$ cat src/rtl/saf_pkg.sv
// Shared types for the memory read protection filter.
// Assumes the core encodes the fetch origin in two bits.
package saf_pkg;
    typedef enum logic [1:0] {
        ORG_ROM = 2'd0,
        ORG_RAM = 2'd1,
        ORG_EXT = 2'd2,
        ORG_BAD = 2'd3
    } origin_t;
endpackage

$ cat src/rtl/saf_mode_ctl.sv
// Mode bit holder and emulation gate.
// With security on, reset forces microcomputer mode (0); otherwise reset
// samples the external pin. Software writes take effect at the next edge.
module saf_mode_ctl (
    input  logic clk,
    input  logic rst_n,
    input  logic sec_en,
    input  logic ext_mode_pin,
    input  logic mode_wr,
    input  logic mode_wdata,
    input  logic emu_req,
    output logic mode_bit,
    output logic emu_en
);
    logic mode_q;

    // Purpose: hold the mode bit, forced or sampled at reset.
    always_ff @(posedge clk) begin
        if (!rst_n)       mode_q <= sec_en ? 1'b0 : ext_mode_pin;
        else if (mode_wr) mode_q <= mode_wdata;
    end

    // Purpose: block debug emulation while security is on.
    always_comb emu_en = emu_req & ~sec_en;

    assign mode_bit = mode_q;

    // secure reset always leaves microcomputer mode
    a_r1_forced_mode: assert property (@(posedge clk) disable iff (!rst_n)
        ($past(!rst_n) && $past(sec_en)) |-> !mode_bit);

    // a software write is visible at the next edge
    a_r3_mode_write: assert property (@(posedge clk) disable iff (!rst_n)
        mode_wr |=> (mode_bit == $past(mode_wdata)));

    // emulation never enabled under security
    always_comb begin
        if (rst_n) a_r12_emu_gate: assert (!(emu_en && sec_en));
    end
endmodule

$ cat src/rtl/saf_origin_reg.sv
// Holds the fetch origin of the instruction now in execute.
// Assumes ex_adv pulses once per instruction entering execute. Reset value is
// ROM because execution restarts in ROM in microcomputer mode.
module saf_origin_reg
    import saf_pkg::*;
(
    input  logic    clk,
    input  logic    rst_n,
    input  logic    ex_adv,
    input  origin_t ex_origin,
    output origin_t cur_org
);
    origin_t org_q;

    // Purpose: capture the origin tag with the advancing instruction.
    always_ff @(posedge clk) begin
        if (!rst_n)      org_q <= ORG_ROM;
        else if (ex_adv) org_q <= ex_origin;
    end

    assign cur_org = org_q;

    // the tag only changes on an advance
    a_r7_tag_hold: assert property (@(posedge clk) disable iff (!rst_n)
        !ex_adv |=> $stable(cur_org));
endmodule

$ cat src/rtl/saf_data_gate.sv
// Data-read filter for the ROM window.
// Assumes memory returns data one cycle after the strobe. Blocked reads are
// not strobed and answer with FILL on the same one-cycle timing.
module saf_data_gate
    import saf_pkg::*;
#(
    parameter int              AW     = 16,
    parameter int              DW     = 16,
    parameter logic [AW-1:0]   ROM_LO = 16'hC000,
    parameter logic [AW-1:0]   ROM_HI = 16'hFFFF,
    parameter logic [DW-1:0]   FILL   = 16'hFFFF
) (
    input  logic          clk,
    input  logic          rst_n,
    input  logic          sec_en,
    input  origin_t       cur_org,
    input  logic          dr_req,
    input  logic [AW-1:0] dr_addr,
    output logic          dm_rd,
    output logic [AW-1:0] dm_addr,
    input  logic [DW-1:0] dm_rdata,
    output logic          dr_valid,
    output logic [DW-1:0] dr_data
);
    localparam logic [AW:0] LO_X = {1'b0, ROM_LO};
    localparam logic [AW:0] HI_X = {1'b0, ROM_HI};

    logic rom_hit, blocked, valid_q, blk_q;

    // Purpose: decide whether this read may reach the ROM.
    always_comb begin
        rom_hit = ({1'b0, dr_addr} >= LO_X) && ({1'b0, dr_addr} <= HI_X);
        blocked = sec_en && rom_hit && (cur_org != ORG_ROM);
        dm_rd   = dr_req && !blocked;
        dm_addr = dr_addr;
    end

    // Purpose: track response timing and substitution.
    always_ff @(posedge clk) begin
        if (!rst_n) begin
            valid_q <= 1'b0;
            blk_q   <= 1'b0;
        end else begin
            valid_q <= dr_req;
            blk_q   <= dr_req && blocked;
        end
    end

    // Purpose: return memory data or the fill word.
    always_comb begin
        dr_valid = valid_q;
        if (blk_q)        dr_data = FILL;
        else if (valid_q) dr_data = dm_rdata;
        else              dr_data = '0;
    end

    // an unstrobed request answers with fill next cycle
    a_r5_fill_next: assert property (@(posedge clk) disable iff (!rst_n)
        (dr_req && !dm_rd) |=> (dr_valid && dr_data == FILL));

    // every response follows a request one cycle before
    a_r4_latency: assert property (@(posedge clk) disable iff (!rst_n)
        dr_valid |-> $past(dr_req));

    // reads outside the ROM window are always strobed
    a_r6_ram_open: assert property (@(posedge clk) disable iff (!rst_n)
        (dr_req && ({1'b0, dr_addr} < LO_X)) |-> dm_rd);
endmodule

$ cat src/rtl/saf_host_gate.sv
// Host-port filter: writes pass, reads limited to one window under security.
// Assumes a read and a write are never requested in the same cycle.
module saf_host_gate #(
    parameter int            AW    = 16,
    parameter int            DW    = 16,
    parameter logic [AW-1:0] WIN_LO = 16'h4000,
    parameter logic [AW-1:0] WIN_HI = 16'h5FFF,
    parameter logic [DW-1:0] FILL   = 16'hFFFF
) (
    input  logic          clk,
    input  logic          rst_n,
    input  logic          sec_en,
    input  logic          hp_rd,
    input  logic          hp_wr,
    input  logic [AW-1:0] hp_addr,
    input  logic [DW-1:0] hp_wdata,
    output logic          hm_rd,
    output logic          hm_wr,
    output logic [AW-1:0] hm_addr,
    output logic [DW-1:0] hm_wdata,
    input  logic [DW-1:0] hm_rdata,
    output logic          hp_rvalid,
    output logic [DW-1:0] hp_rdata,
    output logic          hp_viol
);
    localparam logic [AW:0] LO_X = {1'b0, WIN_LO};
    localparam logic [AW:0] HI_X = {1'b0, WIN_HI};

    logic in_win, hblock, rv_q, hb_q;

    // Purpose: check the read window and drive memory strobes.
    always_comb begin
        in_win   = ({1'b0, hp_addr} >= LO_X) && ({1'b0, hp_addr} <= HI_X);
        hblock   = sec_en && hp_rd && !in_win;
        hm_rd    = hp_rd && !hblock;
        hm_wr    = hp_wr;
        hm_addr  = hp_addr;
        hm_wdata = hp_wdata;
    end

    // Purpose: register response valid and violation.
    always_ff @(posedge clk) begin
        if (!rst_n) begin
            rv_q <= 1'b0;
            hb_q <= 1'b0;
        end else begin
            rv_q <= hp_rd;
            hb_q <= hblock;
        end
    end

    // Purpose: form the host response.
    always_comb begin
        hp_rvalid = rv_q;
        hp_viol   = hb_q;
        if (hb_q)      hp_rdata = FILL;
        else if (rv_q) hp_rdata = hm_rdata;
        else           hp_rdata = '0;
    end

    // a violation follows an unstrobed read
    a_r10_viol_cause: assert property (@(posedge clk) disable iff (!rst_n)
        hp_viol |-> $past(hp_rd && !hm_rd));

    // a strobed read under security lies inside the window
    a_r9_window: assert property (@(posedge clk) disable iff (!rst_n)
        (hm_rd && sec_en) |-> (({1'b0, hm_addr} >= LO_X) && ({1'b0, hm_addr} <= HI_X)));

    // no violation when security was off
    a_r11_open: assert property (@(posedge clk) disable iff (!rst_n)
        $past(!sec_en) |-> !hp_viol);
endmodule

$ cat src/rtl/secure_access_filter.sv
// Top of the memory read protection filter. Wires the mode control, the
// origin register, the data-read gate and the host gate.
// Assumes sec_en is static while out of reset.
module secure_access_filter
    import saf_pkg::*;
#(
    parameter int             AW     = 16,
    parameter int             DW     = 16,
    parameter logic [AW-1:0]  ROM_LO = 16'hC000,
    parameter logic [AW-1:0]  ROM_HI = 16'hFFFF,
    parameter logic [AW-1:0]  WIN_LO = 16'h4000,
    parameter logic [AW-1:0]  WIN_HI = 16'h5FFF,
    parameter logic [DW-1:0]  FILL   = 16'hFFFF
) (
    input  logic          clk,
    input  logic          rst_n,
    input  logic          sec_en,
    input  logic          ext_mode_pin,
    input  logic          mode_wr,
    input  logic          mode_wdata,
    output logic          mode_bit,
    input  logic          emu_req,
    output logic          emu_en,
    input  logic          ex_adv,
    input  logic [1:0]    ex_origin,
    input  logic          dr_req,
    input  logic [AW-1:0] dr_addr,
    output logic          dm_rd,
    output logic [AW-1:0] dm_addr,
    input  logic [DW-1:0] dm_rdata,
    output logic          dr_valid,
    output logic [DW-1:0] dr_data,
    input  logic          hp_rd,
    input  logic          hp_wr,
    input  logic [AW-1:0] hp_addr,
    input  logic [DW-1:0] hp_wdata,
    output logic          hm_rd,
    output logic          hm_wr,
    output logic [AW-1:0] hm_addr,
    output logic [DW-1:0] hm_wdata,
    input  logic [DW-1:0] hm_rdata,
    output logic          hp_rvalid,
    output logic [DW-1:0] hp_rdata,
    output logic          hp_viol
);
    origin_t cur_org;

    saf_mode_ctl u_mode (
        .clk(clk), .rst_n(rst_n), .sec_en(sec_en), .ext_mode_pin(ext_mode_pin),
        .mode_wr(mode_wr), .mode_wdata(mode_wdata), .emu_req(emu_req),
        .mode_bit(mode_bit), .emu_en(emu_en)
    );

    saf_origin_reg u_org (
        .clk(clk), .rst_n(rst_n), .ex_adv(ex_adv),
        .ex_origin(origin_t'(ex_origin)), .cur_org(cur_org)
    );

    saf_data_gate #(.AW(AW), .DW(DW), .ROM_LO(ROM_LO), .ROM_HI(ROM_HI), .FILL(FILL)) u_data (
        .clk(clk), .rst_n(rst_n), .sec_en(sec_en), .cur_org(cur_org),
        .dr_req(dr_req), .dr_addr(dr_addr), .dm_rd(dm_rd), .dm_addr(dm_addr),
        .dm_rdata(dm_rdata), .dr_valid(dr_valid), .dr_data(dr_data)
    );

    saf_host_gate #(.AW(AW), .DW(DW), .WIN_LO(WIN_LO), .WIN_HI(WIN_HI), .FILL(FILL)) u_host (
        .clk(clk), .rst_n(rst_n), .sec_en(sec_en), .hp_rd(hp_rd), .hp_wr(hp_wr),
        .hp_addr(hp_addr), .hp_wdata(hp_wdata), .hm_rd(hm_rd), .hm_wr(hm_wr),
        .hm_addr(hm_addr), .hm_wdata(hm_wdata), .hm_rdata(hm_rdata),
        .hp_rvalid(hp_rvalid), .hp_rdata(hp_rdata), .hp_viol(hp_viol)
    );
endmodule

$ cat config.mk
export PLATFORM = sky130hd
export DESIGN_NAME = secure_access_filter
export DESIGN_NICKNAME = d
export VERILOG_FILES = /design/src/rtl/saf_pkg.sv /design/src/rtl/saf_mode_ctl.sv /design/src/rtl/saf_origin_reg.sv /design/src/rtl/saf_data_gate.sv /design/src/rtl/saf_host_gate.sv /design/src/rtl/secure_access_filter.sv
export SDC_FILE = /design/constraint.sdc
export NUM_CORES = 1
export LEC_CHECK = 0
export BUFFER_PORTS_ARGS = -buffer_cell sky130_fd_sc_hd__buf_2
export CORE_AREA = 4 4 68 70
export CTS_BUF_LIST = sky130_fd_sc_hd__clkbuf_2
export CTS_CLUSTER_DIAMETER = 50
export DETAILED_ROUTE_END_ITERATION = 12
export DIE_AREA = 0 0 72 74
export PLACE_DENSITY = 0.74
export SLEW_MARGIN = 20
export SYNTH_ARGS = -nofsm -noshare
export SYNTH_HDL_FRONTEND = slang
export SYNTH_SLANG_ARGS = --single-unit
$ cat constraint.sdc
create_clock -name clk -period 1.39 [get_ports clk]
set_input_delay 0.139 -clock clk [delete_from_list [all_inputs] [get_ports clk]]
set_output_delay 0.139 -clock clk [all_outputs]
set_load 0.05 [all_outputs]
# Word level (Yosys, flattened, before mapping)
# Index checks and enable logic that the tools add are counted.
[totals]
ff_bits = 7
in_bits = 93
output_inout_bits = 88
word_cells = 31
[classes]
order_cmp = 3
n_eq_ne = 1
n_mux = 7
bitwise_logic = 2
reduce_logical = 12
[op_table]
columns = ["operator", "n"]
rows = [
  ["16-bit two-way mux", 4],
  ["16-bit by 15-bit greater-or-equal comparator with 1-bit output, second input constant", 1],
  ["16-bit greater-or-equal comparator, second input constant", 1],
  ["16-bit by 15-bit <= comparator with 1-bit output, second input constant", 1],
  ["1-bit logical AND", 8],
  ["1-bit logical NOT", 3],
  ["1-bit two-way mux", 3],
  ["2-bit by 1-bit != test with 1-bit output, second input constant", 1],
  ["2-bit nonzero test", 1],
  ["1-bit AND", 1],
  ["1-bit inverter", 1],
]

# Depth between registers and ports, before layout
# Gate-level depths: netlist (run 1).
[depth]
word_depth = 6
depth_mapped = 3
mapped_depth_nobuf = 2

# Hierarchy
# Synthesis (run 1) repeated with hierarchy kept, for this count alone.
[unflattened]
hier_cells = 113
area_unflattened_um2 = 957.2
[modules_own_cells]
columns = ["module", "n_inst", "cells_each", "area_each_um2", "seq_area_each_um2"]
rows = [
  ["saf_host_gate", 1, 59, 456.7, 40.0],
  ["saf_data_gate", 1, 42, 364.1, 40.0],
  ["saf_origin_reg", 1, 6, 72.6, 40.0],
  ["saf_mode_ctl", 1, 6, 63.8, 30.0],
]

# Least setup slack after synthesis (run 1)
# No wires, ideal clock.
[synth_timing]
kind = "reg2out"
startpoint = "register u_host.rv_q (netlist: u_host.hp_rvalid)"
endpoint = "output hp_rdata[0]"
t_arrival_ns = 1.439
t_required_ns = 1.251
setup_slack_ns = -0.188
path_stages_with_launch = 4
n_path_buf = 2
cell_sequence = "dfxtp_1 -> clkbuf_2 -> buf_2 -> a21o_1"
[synth_between]
elab_chain_len = 2
[synth_rtl]
columns = ["element", "line_no", "rtl"]
rows = [
  ["start: declaration", "saf_host_gate.sv:29", "logic in_win, hblock, rv_q, hb_q;"],
  ["start signal: assignment", "saf_host_gate.sv:47", "rv_q <= hp_rd;"],
  ["16-bit two-way mux", "saf_host_gate.sv:57", "else if (rv_q) hp_rdata = hm_rdata;"],
  ["16-bit two-way mux", "saf_host_gate.sv:56", "if (hb_q) hp_rdata = FILL;"],
  ["end: declaration", "secure_access_filter.sv:43", "output logic [DW-1:0] hp_rdata,"],
]
# Every way passes these cells.

# Final worst setup path (run 1)
[layout_timing]
startpoint = "register u_host.hb_q (netlist: u_host.hp_viol)"
endpoint = "output hp_rdata[10]"
[layout_between]
elab_chain_len = 1
[layout_rtl]
columns = ["element", "line_no", "rtl"]
rows = [
  ["start: declaration", "saf_host_gate.sv:29", ""],
  ["start signal: assignment", "saf_host_gate.sv:48", "hb_q <= hblock;"],
  ["16-bit two-way mux", "saf_host_gate.sv:56", ""],
]
# Every way passes these cells.

==> results of run 1 <==
-- worst reg2reg max path, stage by stage (launching register included) --
cell and delay [ns]:
dfxtp_1 0.33, o2111ai_2 0.20, nor2b_1 0.06
-- power breakdown --
part	internal [mW]	switching (mW)
Clock	0.0652	0.0809
Combinational	0.147	0.331
Sequential	0.216	0.0234
-- layout make-up --
| class | count | area, um2 | share of cell area, % |
|---|---|---|---|
| Timing Repair Buffer | 92 | 463 | 42.3 |
| Clock inverter | 1 | 5.00 | 0.458 |
| Sequential cell | 7 | 160 | 14.6 |
| Clock buffer | 3 | 15.0 | 1.37 |
| Tap cell | 50 | 62.6 | 5.72 |
| Multi-Input combinational cell | 48 | 388 | 35.5 |
-- path summary, 6_finish.rpt --
kind                          from               end  cells past startpoint
setup / recovery    u_host.hp_viol      hp_rdata[10]                      2
hold / removal              dr_req   u_data.dr_valid                      2
setup reg to reg  u_org.cur_org[0]      u_data.blk_q                      2
hold reg to reg   u_org.cur_org[0]  u_org.cur_org[0]                      2
-- cells by family (layout without fill, tap and decap cells) --
| group | count (synthesis) | in the layout | share of synthesized area (%) |
|---|---|---|---|
| compound gates | 35 | 35 | 29.1 |
| buf+inv | 57 | 96 | 44.7 |
| flops | 7 | 7 | 16.5 |
| mux | 2 | 2 | 2.19 |
| simple gates | 11 | 11 | 7.55 |
-- routing by layer --
metal  routed length (um)  up-vias  share of wire (%)  track usage [%]
li1                     -      401                  -                -
met1                  805      375                 34             8.10
met4                   64        0                2.7             5.01
met3                  480       12                 20             5.41
met2                  997       72                 42             12.9
met5                    0        -                  0                0
-- synth_stat cells, drive strengths merged --
master / n
a21boi: 1
a21o: 32
a22o: 1
and2: 3
and3: 1
buf: 53
clkbuf: 4
dfxtp: 6
edfxtp: 1
mux2i: 2
nand2b: 1
nor2: 1
nor2b: 4
o2111ai: 1
or3b: 1
-- state kept, by name, summed over array words and instances (netlist names) --
register / count
u_data.blk_q: 1
u_data.dr_valid: 1
u_host.hp_rvalid: 1
u_host.hp_viol: 1
u_mode.mode_bit: 1
u_org.cur_org: 2
-- repair_timing --
action                                  4_1_cts  5_1_grt
cloned                                        0        0
endpoints found under the setup margin       16       15
resized for setup                             1        4
==> impl_metrics.json, run 1 <==
{
  "critical_path.startpoint_type": "register",
  "route.vias.total": 860,
  "setup_viol": 0,
  "synth.top_cell.area_share_pct": 40.3,
  "leakage_nw": 0.796,
  "critical_path.endpoint_type": "output port",
  "synthCells": 112,
  "fp.coreArea_um2": 3970,
  "place.port_buffers": 92,
  "ys_types": 16,
  "critPathArrivalTime_ns": 1.15,
  "drt_pre_antenna_iters": 2,
  "netlist_area_um2": 912,
  "drive_gt1_share_pct": 80.1,
  "cts_hold_buf": 0,
  "design_area_um2": 1090,
  "setup_ws_ns": 0.105,
  "power_density_nw_per_um2": 790,
  "routed_wl_um": 2350,
  "tightestPinTransition_ns": 0.322,
  "fp.dieW_um": 72,
  "worst_hold_path_type": "input pin to register",
  "worst-setup-path-type": "register to output port",
  "slew_viol_final": 0,
  "slew_headroom_pct": 78.5,
  "dpl.cell_count": 197,
  "drt_iter0_drc": 19,
  "ys_seq_area_share_pct": 16.5,
  "final_common_cell": "buf_2",
  "cts_root_buffer": "clkbuf_2",
  "total_power_uw": 863,
  "max_cap_violations": 0,
  "h-tree-depth": 1,
  "syn_avg_cell_area_um2": 8.14,
  "worst-r2r-setup-slack_ns": 0.70,
  "fmax_mhz": 778,
  "rsz0062_at_grt": "false",
  "clkTransAtPathRegs_ns": 0.09,
  "diodes": 0,
  "grt_max_degree": 18,
  "ys_seq_elements": 7,
  "io-pin-count": 181,
  "final_util_pct": 27.5,
  "initial_core_util_pct": 23.0,
  "post_cts_buffers": 0,
  "numCtsBuffers": 3,
  "period_needed_ns": 1.28,
  "via_per_inst": 4.28,
  "cts_tree": "done",
  "synth_area_leaders": "buf_4, a21o_1, dfxtp_1",
  "final_cell_mix": "buf_2, a21o_2, a21o_1, nor2b_1",
  "status": "complete, no violations",
  "place_congestion": 0.614,
  "cp_num_buf_inv": 1,
  "grt_use_total_pct": 8.19,
  "cp.required_ns": 1.25,
  "irDropWorstVdd_uv": 340,
  "antenna_found_initial": 0,
  "yosys_warnings": 0,
  "dpl-instance-area_um2": 1060,
  "hpwl_um": 2000,
  "cts.sinks": 7,
  "die_h_um": 74,
  "path_max_fanout": 17,
  "wire_per_inst_um": 11.7,
  "layout.nets": 245,
  "dp_slack_ns": 0.187,
  "dieArea_um2": 5330,
  "crit_family": "flip-flops",
  "syn_nets": 205,
  "synth_area_leader_cell": "buf_4",
  "fin_cells": 201,
  "worstPathCellList": "a21o_2, buf_2",
  "clk-insertion-delay-late_ns": 0.24,
  "cts_buffer_depth": 2,
  "fp-row-count": 23,
  "overflow": 0,
  "period_share_pct": 92.4,
  "grt_first_pass_wirelength_um": 3440,
  "ant_nets": 0,
  "area_delta_synth_final_pct": 19.9,
  "setup_tns_ns": 0,
  "fillerInstances": 451,
  "holdWs_ns": 0.136,
  "hold_violations": 0,
  "first_global_vias": 770,
  "crit_slowest_cell": "dfxtp_2",
  "finClkSkew_ns": 0.0000563,
  "critPathMaxStageDelay_ns": 0.53,
  "drc": 0
}
(Power assumes the default switching activity.)
==> run 2, diff against run 1 <==
- MAX_ROUTING_LAYER: default -> met4
==> impl_metrics.json, run 2 (synthesis gave the netlist of run 1 again) <==
{
  "wire_per_inst_um": 11.7,
  "ff2ff_path_depth": 2,
  "clk-insertion-delay-late_ns": 0.24,
  "critical_path.endpoint_type": "output port",
  "critPathArrivalTime_ns": 1.17,
  "max_cap_violations": 0,
  "cts_tree": "done",
  "final_util_pct": 27.5,
  "cp.required_ns": 1.25,
  "status": "complete, no violations",
  "drive_gt1_share_pct": 80.1,
  "final_common_cell": "buf_2",
  "dieArea_um2": 5330,
  "dp_slack_ns": 0.187,
  "io-pin-count": 181,
  "grt_use_total_pct": 8.36,
  "period_share_pct": 94.5,
  "p_switching_uw": 436,
  "layout.nets": 245,
  "grtUsageMet1_pct": 8.26,
  "grt_max_degree": 18,
  "worstPathCellList": "a21o_2, buf_2",
  "dpl-instance-area_um2": 1060,
  "top_usage_layer": "met2",
  "ant_nets": 0,
  "first_global_vias": 778,
  "setup_tns_ns": 0,
  "rsz0062_at_grt": "false",
  "total_power_uw": 865,
  "final_cell_mix": "buf_2, a21o_2, a21o_1, nor2b_1",
  "grt_use_met2_pct": 12.9,
  "fillerInstances": 452,
  "routed_wl_um": 2350,
  "power_switching_share_pct": 50.4,
  "initial_core_util_pct": 23.0,
  "path_max_fanout": 17,
  "fp.coreArea_um2": 3970,
  "fp-row-count": 23,
  "overflow": 0,
  "drc": 0,
  "clkTransAtPathRegs_ns": 0.09,
  "setup_ws_ns": 0.0764,
  "power_density_nw_per_um2": 792,
  "cts.repair.resized": 1,
  "period_needed_ns": 1.31,
  "via_per_inst": 4.27,
  "drt_pre_antenna_iters": 2,
  "grtUsageMet3_pct": 4.73,
  "crit_slowest_cell": "dfxtp_2",
  "hold_violations": 0,
  "hpwl_um": 2000,
  "combinationalPowerShare_pct": 55.3,
  "largest_reg_flops": 2,
  "fin_cells": 201,
  "critical_path.startpoint_type": "register",
  "irDropWorstVdd_uv": 342,
  "cts.sinks": 7,
  "worst_hold_path_type": "input pin to register",
  "cellInternalPower_uw": 429,
  "antenna_found_initial": 0,
  "h-tree-depth": 1,
  "design_area_um2": 1090,
  "leakage_nw": 0.796,
  "fp.dieW_um": 72,
  "critPathMaxStageDelay_ns": 0.52,
  "worst-setup-path-type": "register to output port",
  "place.port_buffers": 92,
  "dpl.cell_count": 197,
  "place_congestion": 0.618,
  "diodes": 0,
  "post_cts_buffers": 0,
  "setup_viol": 0,
  "numCtsBuffers": 3,
  "cts_root_buffer": "clkbuf_2",
  "cts_hold_buf": 0,
  "holdWs_ns": 0.136,
  "route.vias.total": 859,
  "p_seq_share_pct": 27.8,
  "drt_iter0_drc": 19,
  "clockPowerShare_pct": 16.9,
  "die_h_um": 74,
  "grt_first_pass_wirelength_um": 3430,
  "finClkSkew_ns": 0.0000563,
  "min_delay_path_depth": 2,
  "cts_buffer_depth": 2,
  "slew_headroom_pct": 78.3,
  "slew_viol_final": 0,
  "area_delta_synth_final_pct": 19.6,
  "fmax_mhz": 761,
  "tightestPinTransition_ns": 0.326
}
run 2: cell counts in the layout (fill, tap and decap cells not counted):
No cell type changed its count.
run 2: final timing paths:
path                                         end             start  slack, ns
worst max-delay path                hp_rdata[10]  u_host.hp_rvalid       0.08
worst min-delay path             u_data.dr_valid            dr_req       0.14
worst max register to register      u_data.blk_q  u_org.cur_org[0]       0.70
worst min register to register  u_org.cur_org[0]  u_org.cur_org[0]       0.54
run 2: final cells by class:
cell class,instances,area [um2],share of cell area (%)
clock buffer,3,15.0,1.38
clock inverter,1,5.00,0.459
multi-input combinational,48,388,35.6
sequential,7,158,14.4
tap,50,62.6,5.73
timing repair buffer,92,463,42.4
run 2: per-layer routing:
layer  up-vias  wire length, um
li1        400                -
met1       375              815
met2        72             1000
met3        12              473
met4         0               63
met5         -                0
run 2: critical path, delay by kind of cell (launching register included):
family	cells	cell delay, ns
AO/OA/AOI/OAI	1	0.18
flip-flops	1	0.52
buffers and inverters	1	0.25
run 2: power groups by stage:
stage,clock network [mW],registers [mW],logic [mW]
after detailed placement,0,0.246,0.481
after CTS,0.157,0.241,0.481
after global placement,0,0.245,0.478
after floorplan,0,0.253,0.684
after global routing,0.166,0.244,0.504
final,0.146,0.240,0.478
